[src/rtl/pxclip_pkg.sv]
package pxclip_pkg;

  // Sideband flags travelling alongside a pixel
  typedef struct packed {
    logic vld;
    logic hs;
    logic vs;
  } pxclip_sband_t;

  // Role of a component lane, used to pick its YCbCr defaults
  typedef enum logic {
    LANE_CHROMA = 1'b0,
    LANE_LUMA   = 1'b1
  } pxclip_role_e;

  function automatic pxclip_role_e lane_role(input int idx, input int luma_idx);
    return (idx == luma_idx) ? LANE_LUMA : LANE_CHROMA;
  endfunction

endpackage

[src/rtl/pxclip_limit_regs.sv]
module pxclip_limit_regs
  import pxclip_pkg::*;
#(
  parameter int COMP_W   = 8,
  parameter int NUM_COMP = 3,
  parameter int LUMA_IDX = 1,
  parameter logic [COMP_W-1:0] YUV_LUMA_LO = 8'h10,
  parameter logic [COMP_W-1:0] YUV_LUMA_HI = 8'hEB,
  parameter logic [COMP_W-1:0] YUV_CHRM_LO = 8'h10,
  parameter logic [COMP_W-1:0] YUV_CHRM_HI = 8'hF0,
  parameter logic [COMP_W-1:0] RGB_LO      = 8'h01,
  parameter logic [COMP_W-1:0] RGB_HI      = 8'hFE,
  localparam int PIX_W = COMP_W * NUM_COMP
) (
  input  logic             clk,
  input  logic             rst,
  input  logic             csc_bypass_i,
  input  logic             max_we_i,
  input  logic             min_we_i,
  input  logic [PIX_W-1:0] wdata_i,
  output logic [PIX_W-1:0] max_o,
  output logic [PIX_W-1:0] min_o
);

  logic [PIX_W-1:0] dflt_hi;
  logic [PIX_W-1:0] dflt_lo;
  logic [PIX_W-1:0] hi_q;
  logic [PIX_W-1:0] lo_q;
  logic             mode_q;
  logic             mode_flip;

  // Default bounds per lane, chosen by colour-space mode and lane role
  for (genvar g = 0; g < NUM_COMP; g++) begin : g_dflt
    localparam pxclip_role_e ROLE = lane_role(g, LUMA_IDX);
    localparam logic [COMP_W-1:0] YUV_HI = (ROLE == LANE_LUMA) ? YUV_LUMA_HI : YUV_CHRM_HI;
    localparam logic [COMP_W-1:0] YUV_LO = (ROLE == LANE_LUMA) ? YUV_LUMA_LO : YUV_CHRM_LO;
    always_comb begin
      dflt_hi[g*COMP_W +: COMP_W] = csc_bypass_i ? RGB_HI : YUV_HI;
      dflt_lo[g*COMP_W +: COMP_W] = csc_bypass_i ? RGB_LO : YUV_LO;
    end
  end

  assign mode_flip = (csc_bypass_i != mode_q);

  always_ff @(posedge clk) begin
    if (rst) begin
      mode_q <= csc_bypass_i;
      hi_q   <= dflt_hi;
      lo_q   <= dflt_lo;
    end else begin
      mode_q <= csc_bypass_i;
      if (mode_flip) begin
        hi_q <= dflt_hi;
        lo_q <= dflt_lo;
      end else begin
        if (max_we_i) hi_q <= wdata_i;
        if (min_we_i) lo_q <= wdata_i;
      end
    end
  end

  assign max_o = hi_q;
  assign min_o = lo_q;


  reset_dflt_chk: assert property (@(posedge clk) disable iff (rst)
    $past(rst) |-> (hi_q == $past(dflt_hi)) && (lo_q == $past(dflt_lo)));


  mode_reload_chk: assert property (@(posedge clk) disable iff (rst)
    (!$past(rst) && ($past(csc_bypass_i) != $past(csc_bypass_i, 2)))
      |-> (hi_q == $past(dflt_hi)) && (lo_q == $past(dflt_lo)));


  write_hi_chk: assert property (@(posedge clk) disable iff (rst)
    (!$past(rst) && $past(max_we_i) && ($past(csc_bypass_i) == $past(csc_bypass_i, 2)))
      |-> hi_q == $past(wdata_i));

endmodule

[src/rtl/pxclip_lane.sv]
module pxclip_lane #(
  parameter int COMP_W = 8
) (
  input  logic              clk,
  input  logic              rst,
  input  logic              full_i,
  input  logic [COMP_W-1:0] comp_i,
  input  logic [COMP_W-1:0] lo_i,
  input  logic [COMP_W-1:0] hi_i,
  output logic [COMP_W-1:0] comp_o
);

  logic [COMP_W-1:0] raised;
  logic [COMP_W-1:0] capped;
  logic [COMP_W-1:0] comp_q;

  // Floor first, then ceiling, so the upper bound always has the last word
  always_comb begin
    raised = (comp_i < lo_i) ? lo_i : comp_i;
    capped = (raised > hi_i) ? hi_i : raised;
  end

  always_ff @(posedge clk) begin
    if (rst) comp_q <= '0;
    else     comp_q <= full_i ? comp_i : capped;
  end

  assign comp_o = comp_q;


  ceiling_chk: assert property (@(posedge clk) disable iff (rst)
    (!$past(rst) && !$past(full_i)) |-> comp_q <= $past(hi_i));


  floor_chk: assert property (@(posedge clk) disable iff (rst)
    (!$past(rst) && !$past(full_i) && ($past(lo_i) <= $past(hi_i))) |-> comp_q >= $past(lo_i));


  inverted_chk: assert property (@(posedge clk) disable iff (rst)
    (!$past(rst) && !$past(full_i) && ($past(lo_i) > $past(hi_i))) |-> comp_q == $past(hi_i));


  passthru_chk: assert property (@(posedge clk) disable iff (rst)
    (!$past(rst) && $past(full_i)) |-> comp_q == $past(comp_i));

endmodule

[src/rtl/pixel_range_clipper.sv]
module pixel_range_clipper
  import pxclip_pkg::*;
#(
  parameter int COMP_W   = 8,
  parameter int NUM_COMP = 3,
  parameter int LUMA_IDX = 1,
  localparam int PIX_W = COMP_W * NUM_COMP
) (
  input  logic             clk,
  input  logic             rst,
  input  logic             csc_bypass_i,
  input  logic             full_range_i,
  input  logic             lim_max_we_i,
  input  logic             lim_min_we_i,
  input  logic [PIX_W-1:0] lim_wdata_i,
  input  logic [PIX_W-1:0] pix_i,
  input  logic             pix_vld_i,
  input  logic             pix_hs_i,
  input  logic             pix_vs_i,
  output logic [PIX_W-1:0] pix_o,
  output logic             pix_vld_o,
  output logic             pix_hs_o,
  output logic             pix_vs_o,
  output logic [PIX_W-1:0] lim_max_o,
  output logic [PIX_W-1:0] lim_min_o
);

  logic [PIX_W-1:0] hi_w;
  logic [PIX_W-1:0] lo_w;
  pxclip_sband_t    sb_d;
  pxclip_sband_t    sb_q;

  pxclip_limit_regs #(
    .COMP_W   (COMP_W),
    .NUM_COMP (NUM_COMP),
    .LUMA_IDX (LUMA_IDX)
  ) u_limits (
    .clk          (clk),
    .rst          (rst),
    .csc_bypass_i (csc_bypass_i),
    .max_we_i     (lim_max_we_i),
    .min_we_i     (lim_min_we_i),
    .wdata_i      (lim_wdata_i),
    .max_o        (hi_w),
    .min_o        (lo_w)
  );

  for (genvar g = 0; g < NUM_COMP; g++) begin : g_lane
    pxclip_lane #(.COMP_W(COMP_W)) u_lane (
      .clk    (clk),
      .rst    (rst),
      .full_i (full_range_i),
      .comp_i (pix_i[g*COMP_W +: COMP_W]),
      .lo_i   (lo_w[g*COMP_W +: COMP_W]),
      .hi_i   (hi_w[g*COMP_W +: COMP_W]),
      .comp_o (pix_o[g*COMP_W +: COMP_W])
    );
  end

  assign sb_d = '{vld: pix_vld_i, hs: pix_hs_i, vs: pix_vs_i};

  always_ff @(posedge clk) begin
    if (rst) sb_q <= '0;
    else     sb_q <= sb_d;
  end

  assign pix_vld_o = sb_q.vld;
  assign pix_hs_o  = sb_q.hs;
  assign pix_vs_o  = sb_q.vs;
  assign lim_max_o = hi_w;
  assign lim_min_o = lo_w;


  sband_delay_chk: assert property (@(posedge clk) disable iff (rst)
    !$past(rst) |-> (pix_vld_o == $past(pix_vld_i)) && (pix_hs_o == $past(pix_hs_i))
                    && (pix_vs_o == $past(pix_vs_i)));


  reset_out_chk: assert property (@(posedge clk)
    $past(rst) |-> (pix_o == '0) && !pix_vld_o && !pix_hs_o && !pix_vs_o);

endmodule

[config.mk]
export PLATFORM = sky130hd
export DESIGN_NAME = pixel_range_clipper
export DESIGN_NICKNAME = d
export VERILOG_FILES = /design/src/rtl/pxclip_pkg.sv /design/src/rtl/pxclip_limit_regs.sv /design/src/rtl/pxclip_lane.sv /design/src/rtl/pixel_range_clipper.sv
export SDC_FILE = /design/constraint.sdc
export NUM_CORES = 1
export LEC_CHECK = 0
export ABC_CLOCK_PERIOD_IN_PS = 3900
export CAP_MARGIN = 20
export CELL_PAD_IN_SITES_DETAIL_PLACEMENT = 1
export CELL_PAD_IN_SITES_GLOBAL_PLACEMENT = 1
export CORE_MARGIN = 4
export CORE_UTILIZATION = 36
export CTS_CLUSTER_DIAMETER = 80
export DETAILED_ROUTE_END_ITERATION = 12
export GPL_TIMING_DRIVEN = 0
export PLACE_DENSITY_LB_ADDON = 0.25
export SYNTH_ARGS = -nofsm -noshare
export SYNTH_HDL_FRONTEND = slang
export SYNTH_SLANG_ARGS = --single-unit
export TNS_END_PERCENT = 20
[constraint.sdc]
create_clock -name clk -period 3.9 [get_ports clk]
set_input_delay 0.78 -clock clk [delete_from_list [all_inputs] [get_ports clk]]
set_output_delay 0.78 -clock clk [all_outputs]
set_load 0.01 [all_outputs]
* Yosys cells after proc, flatten, opt, wreduce, memory -nomap -nowiden *
Index checks and enable logic that the tools add are counted.

word-level totals
  flip-flop bits (word level) = 76
  output and inout bits = 75

operators by class
  $lt $le $gt $ge = 6
  eq/ne operators = 1
  multiplexer cells = 18
  reductions and logical operators = 2

operators with widths
  cell               count
  $mux 24            6
  $mux 8             9
  $gt 8x8->1         3
  $lt 8x8->1         3
  $mux 5             2
  $reduce_bool 3->1  2
  $mux 4             1
  $ne 1x1->1         1

* Depth between registers and ports, before layout *
  depth after elaboration = 5
  depth in mapped cells = 13
  mapped depth without buffers = 13

* By module *
A second synthesis with hierarchy kept.

unflattened totals
  cells, all modules = 438
  area total of the unflattened synthesis = 4,595.7 sq um

by module, submodules not included
  module               instances  cells each  area each (sq um)  sequential area each (sq um)
  pxclip_lane          3          95          835.8              160.2
  pxclip_limit_regs    1          147         2,009.4            1,461.4
  pixel_range_clipper  1          6           78.8               60.1

* Least setup slack after synthesis *
OpenSTA, ideal clock, no wires.

  path type = input -> register
  start point = input port pix_i[1]
  end point = register g_lane[0].u_lane.comp_q[4]
  library setup time = 0.130 ns
  arrival time = 3.435 ns
  setup slack = 0.335 ns
  stages on the path = 11
  path through = ha_1 > a2111o_1 > a21oi_4 > mux2_2 > ha_1 > nor2b_1 > o211ai_1 > a21boi_0 > o31ai_4 > mux2i_1 > o21ai_0

between the ends
  word-level cells in the longest chain between the ends = 5

ends and longest elaborated chain
  element               RTL line                   text
  from (decl)           pixel_range_clipper.sv:16  input logic [PIX_W-1:0] pix_i,
  $lt 8x8->1            pxclip_lane.sv:19          raised = (comp_i < lo_i) ? lo_i : comp_i;
  $mux 8 (*)            pxclip_lane.sv:19
  $gt 8x8->1            pxclip_lane.sv:20          capped = (raised > hi_i) ? hi_i : raised;
  $mux 8 (*)            pxclip_lane.sv:20
  $mux 8 (*)            pxclip_lane.sv:25          else comp_q <= full_i ? comp_i : capped;
  to (signal assigned)  pxclip_lane.sv:25
  to (decl)             pxclip_lane.sv:15          logic [COMP_W-1:0] comp_q;

Every way passes the cells marked *; elsewhere a longest branch is shown, timed or not.
A chain may end at the register's enable or synchronous reset.

* Final worst setup path *
  start point = input port pix_i[13]
  end point = register g_lane[1].u_lane.comp_q[7]

between the ends
  word-level cells in the longest chain between the ends = 5

ends and longest elaborated chain
  element               RTL line
  $lt 8x8->1            pxclip_lane.sv:19
  $mux 8 (*)            pxclip_lane.sv:19
  $gt 8x8->1            pxclip_lane.sv:20
  $mux 8 (*)            pxclip_lane.sv:20
  $mux 8 (*)            pxclip_lane.sv:25
  to (signal assigned)  pxclip_lane.sv:25
  to (decl)             pxclip_lane.sv:15

Marks and branches as above.

==> run_results.csv <==
group,metric,value,unit
clock_network,cts_max_level,3,
drt,drc_errors,0,
finish,insertedDiodeCount,0,
synth,synth.net_count,515,
drt,drt_first_pass_iters,4,
finish,syn2layout_area_growth,48.0,%
floorplanning,rows,39,
setup_path,start_kind,"input pin",
clock_network,number_of_buffers_added_by_the_clock_tree_synthesis_step,9,
drt,wl_per_cell,19.8,µm
grt,grt_pass1_vias,4136,
grt,grt_remaining_overflow,0,
finish,layout.cells.most_common,"clkdlybuf4s50_1",
clock_network,cts_hold_repair.buffers,0,
clock_network,cts_tree,"done",
drt,drt_wirelength,14200,µm
synth,postSynthRegisterBits,76,
outcome,failing_checks,"negative setup slack",
pwr,power_density,385,nW/µm²
run,drv_cap,0,
timing,worstMarginPinSlew,0.748,ns
pwr,p_leak,0.00284,µW
floorplanning,initial_utilization,37.4,%
finish,mostFrequentLayoutCells,"clkdlybuf4s50_1 (124), inv_1 (57), nand2_1 (49), edfxtp_1 (48), ha_1 (38)",
grt,first_pass_grt_wire_length,22100,µm
grt,grt_antenna_before_repair,0,
timing,setup-tns-final,-0.0284,ns
placed_design,gp_congestion,0.777,
synth,yosys.cell_types.count,32,
setup_path,crit_required,4.09,ns
pwr,vdd.ir_drop.worst,0.000274,V
setup_path,critical-path-slowest-cell,"clkdlybuf4s50_1",
clock_network,cts_sinks,76,
timing,setup_viol,1,
timing,skew,0.00545,ns
clock_network,clk_tree_root_cell,"clkbuf_16",
setup_path,cp_slowest_stage_delay,0.48,ns
timing,timing.final.ws_setup,-0.0284,ns
placed_design,dpl.hpwl,11000,µm
setup_path,crit_start,"pix_i[13]",
timing,rsz0062_at_grt,"true",
timing,finalCriticalPeriod,3.93,ns
drt,drt_first_iter_violations,105,
floorplanning,fp.coreArea,11600,µm²
clock_network,worstSkewPairLatency,0.34,ns
timing,final-max-slew-violation-count,0,
setup_path,path_class,"in2reg",
drt,post_drt_via_cell_ratio,5.16,
drt,route.vias.total,3702,
outcome,outcome,"finished, violations left",
min_path,min_path_type,"reg2reg",
finish,ff_latch_area,2000,µm²
synth,synth.cell_area,4340,µm²
floorplanning,die_w,118,µm
finish,final.fill_count,1298,
min_path,hold_path_startpoint,"u_limits.mode_q$_DFF_P_",
synth,syn-instance-count,413,
synth,yosysSeqAreaShare,46.1,%
synth,ys_warn_count,0,
timing,post-route-period-util,101,%
timing,max_clock_freq,255,MHz
floorplanning,fp.dieArea,13900,µm²
timing,max_slew_margin,50.1,%
setup_path,worstPathCellList,"clkdlybuf4s50_1 > ha_4 > nand4_1 > a21oi_2 > a21oi_4 > buf_4 > buf_4 > mux2_2 > ha_1 > a21oi_2 > a21boi_2 > o31ai_4 > buf_12 > mux2i_1 > o21ai_0",
finish,finish.utilization,55.3,%
floorplanning,design.portCount,132,
setup_path,end_kind,"flip-flop",
timing,hold_violations,0,
finish,multiInputGateArea,2200,µm²
clock_network,clock_tree_buf_depth,2,
drt,drt.antenna.violating_nets,0,
clock_network,clkTransAtPathRegs,0.06,ns
setup_path,worst-endpoint-arrival,4.12,ns
setup_path,crit_path_max_fo,7,
floorplanning,die-height,118,µm
grt,largest_net_degree_at_the_start_of_global_routing,14,
synth,syn-mean-instance-area,10.5,µm²
finish,layout-drive-gt1-share,12.9,%
finish,final_net_count,671,
grt,grtUsageTotal,20.7,%
placed_design,port-buffer-count,131,
setup_path,reg2reg_from,"u_limits.min_o[9]$_SDFFCE_PP0P_",
==> logic make-up (layout without fill, tap and decap cells) <==
family	Yosys count	in the layout	share of synthesized area [%]
xor gates and xnor gates	1	1	0.202
muxes	46	46	11.3
DFF	76	76	46.1
and+or+nand+nor	104	104	12.1
buffers and inverters	68	229	5.88
adders and majority gates	45	45	13.0
AOI/OAI and AO/OA	73	73	11.4
==> what timing repair did <==
item	in CTS	in global routing
endpoints found under the setup margin	24	24
buffers inserted	8	4
cloned	1	0
gates resized for setup	14	29
pin swaps	5	13
==> final cells by class <==
type	instances	area share, %
sequential	76	31.2
tap	143	2.79
clock buffer	12	3.68
clock inverter	4	0.253
multi-input combinational	269	34.2
inverter	57	3.33
timing repair buffer	145	23.9
buffer	11	0.643
==> registers in the layout (all words and copies together), names as in the netlist <==
name                  count
g_lane.u_lane.comp_o     24
u_limits.max_o           24
u_limits.min_o           24
pix_hs_o                  1
pix_vld_o                 1
pix_vs_o                  1
u_limits.mode_q           1
==> worst max-delay path, delay by kind of cell <==
kind / cells / cell delay [ns]
compound gates: 6 / 1.05
buf+inv: 4 / 0.92
fa+ha+maj: 2 / 0.64
mux: 2 / 0.52
simple gates: 1 / 0.20
==> per-layer routing <==
metal	global-route usage [%]	routed length, µm	share of wire (%)
met1	21.8	5340	38
met2	39.3	7760	55
met3	5.72	734	5.2
met4	6.59	376	2.6
met5	0	0	0
==> power by group <==
part           switching, µW  leakage (µW)  total [µW]  internal [µW]
Combinational            350       0.00198         753            403
Sequential              47.2      0.000730         984            936
Clock                    313      0.000123         737            423
Total                    711       0.00284        2470           1760
==> path summary, 6_finish.rpt <==
check | endpoint | slack, ns | cells past startpoint
max | g_lane[1].u_lane.comp_o[7]$_SDFF_PP0_ | -0.03 | 15
min | u_limits.max_o[1]$_DFFE_PP_ | 0.60 | 1
max reg2reg | g_lane[1].u_lane.comp_o[7]$_SDFF_PP0_ | 0.38 | 13
min reg2reg | u_limits.max_o[1]$_DFFE_PP_ | 0.60 | 1
==> stage by stage <==
step | total power, µW | instances | cell area (µm²) | hold WS (ns) | setup WS (ns)
6_report | 2470 | 717 | 6420 | 0.600 | -0.0284
5_1_grt | 2610 | 717 | 6420 | 0.620 | -0.157
4_1_cts | 2470 | 714 | 6270 | 0.600 | 0.0127
3_5_place_dp | 1670 | 689 | 5870 | 0.589 | -0.731
3_3_place_gp | 1630 | 687 | 5830 | 0.577 | -0.525
2_1_floorplan | 1330 | 413 | 4340 | 0.547 | 0.335
==> synthesized netlist by cell type <==
cell / n / area, µm²
o21ai_2: 1 / 8.76
xor2_1: 1 / 8.76
mux2_4: 1 / 15.0
ha_1: 45 / 563
clkbuf_1: 11 / 41.3
o31ai_4: 2 / 42.5
o22ai_1: 1 / 6.26
inv_1: 57 / 214
a21oi_4: 3 / 48.8
a2111o_1: 3 / 33.8
nand2b_1: 3 / 18.8
o22ai_2: 1 / 12.5
nor2b_1: 6 / 37.5
a41oi_1: 1 / 8.76
o211ai_1: 2 / 15.0
o21ai_0: 36 / 180
nand2_1: 49 / 184
mux2i_1: 24 / 240
mux2_2: 21 / 236
nand4_1: 5 / 31.3
nor2_1: 5 / 18.8
and4_1: 4 / 35.0
dfxtp_1: 28 / 561
a21o_1: 1 / 7.51
or2_2: 1 / 6.26
and2_1: 16 / 100
a211oi_1: 2 / 15.0
edfxtp_1: 48 / 1440
a21boi_0: 3 / 22.5
or3_1: 15 / 93.8
o2bb2ai_1: 2 / 17.5
a21oi_1: 15 / 75.1
Power figures use the tool's default switching activity.
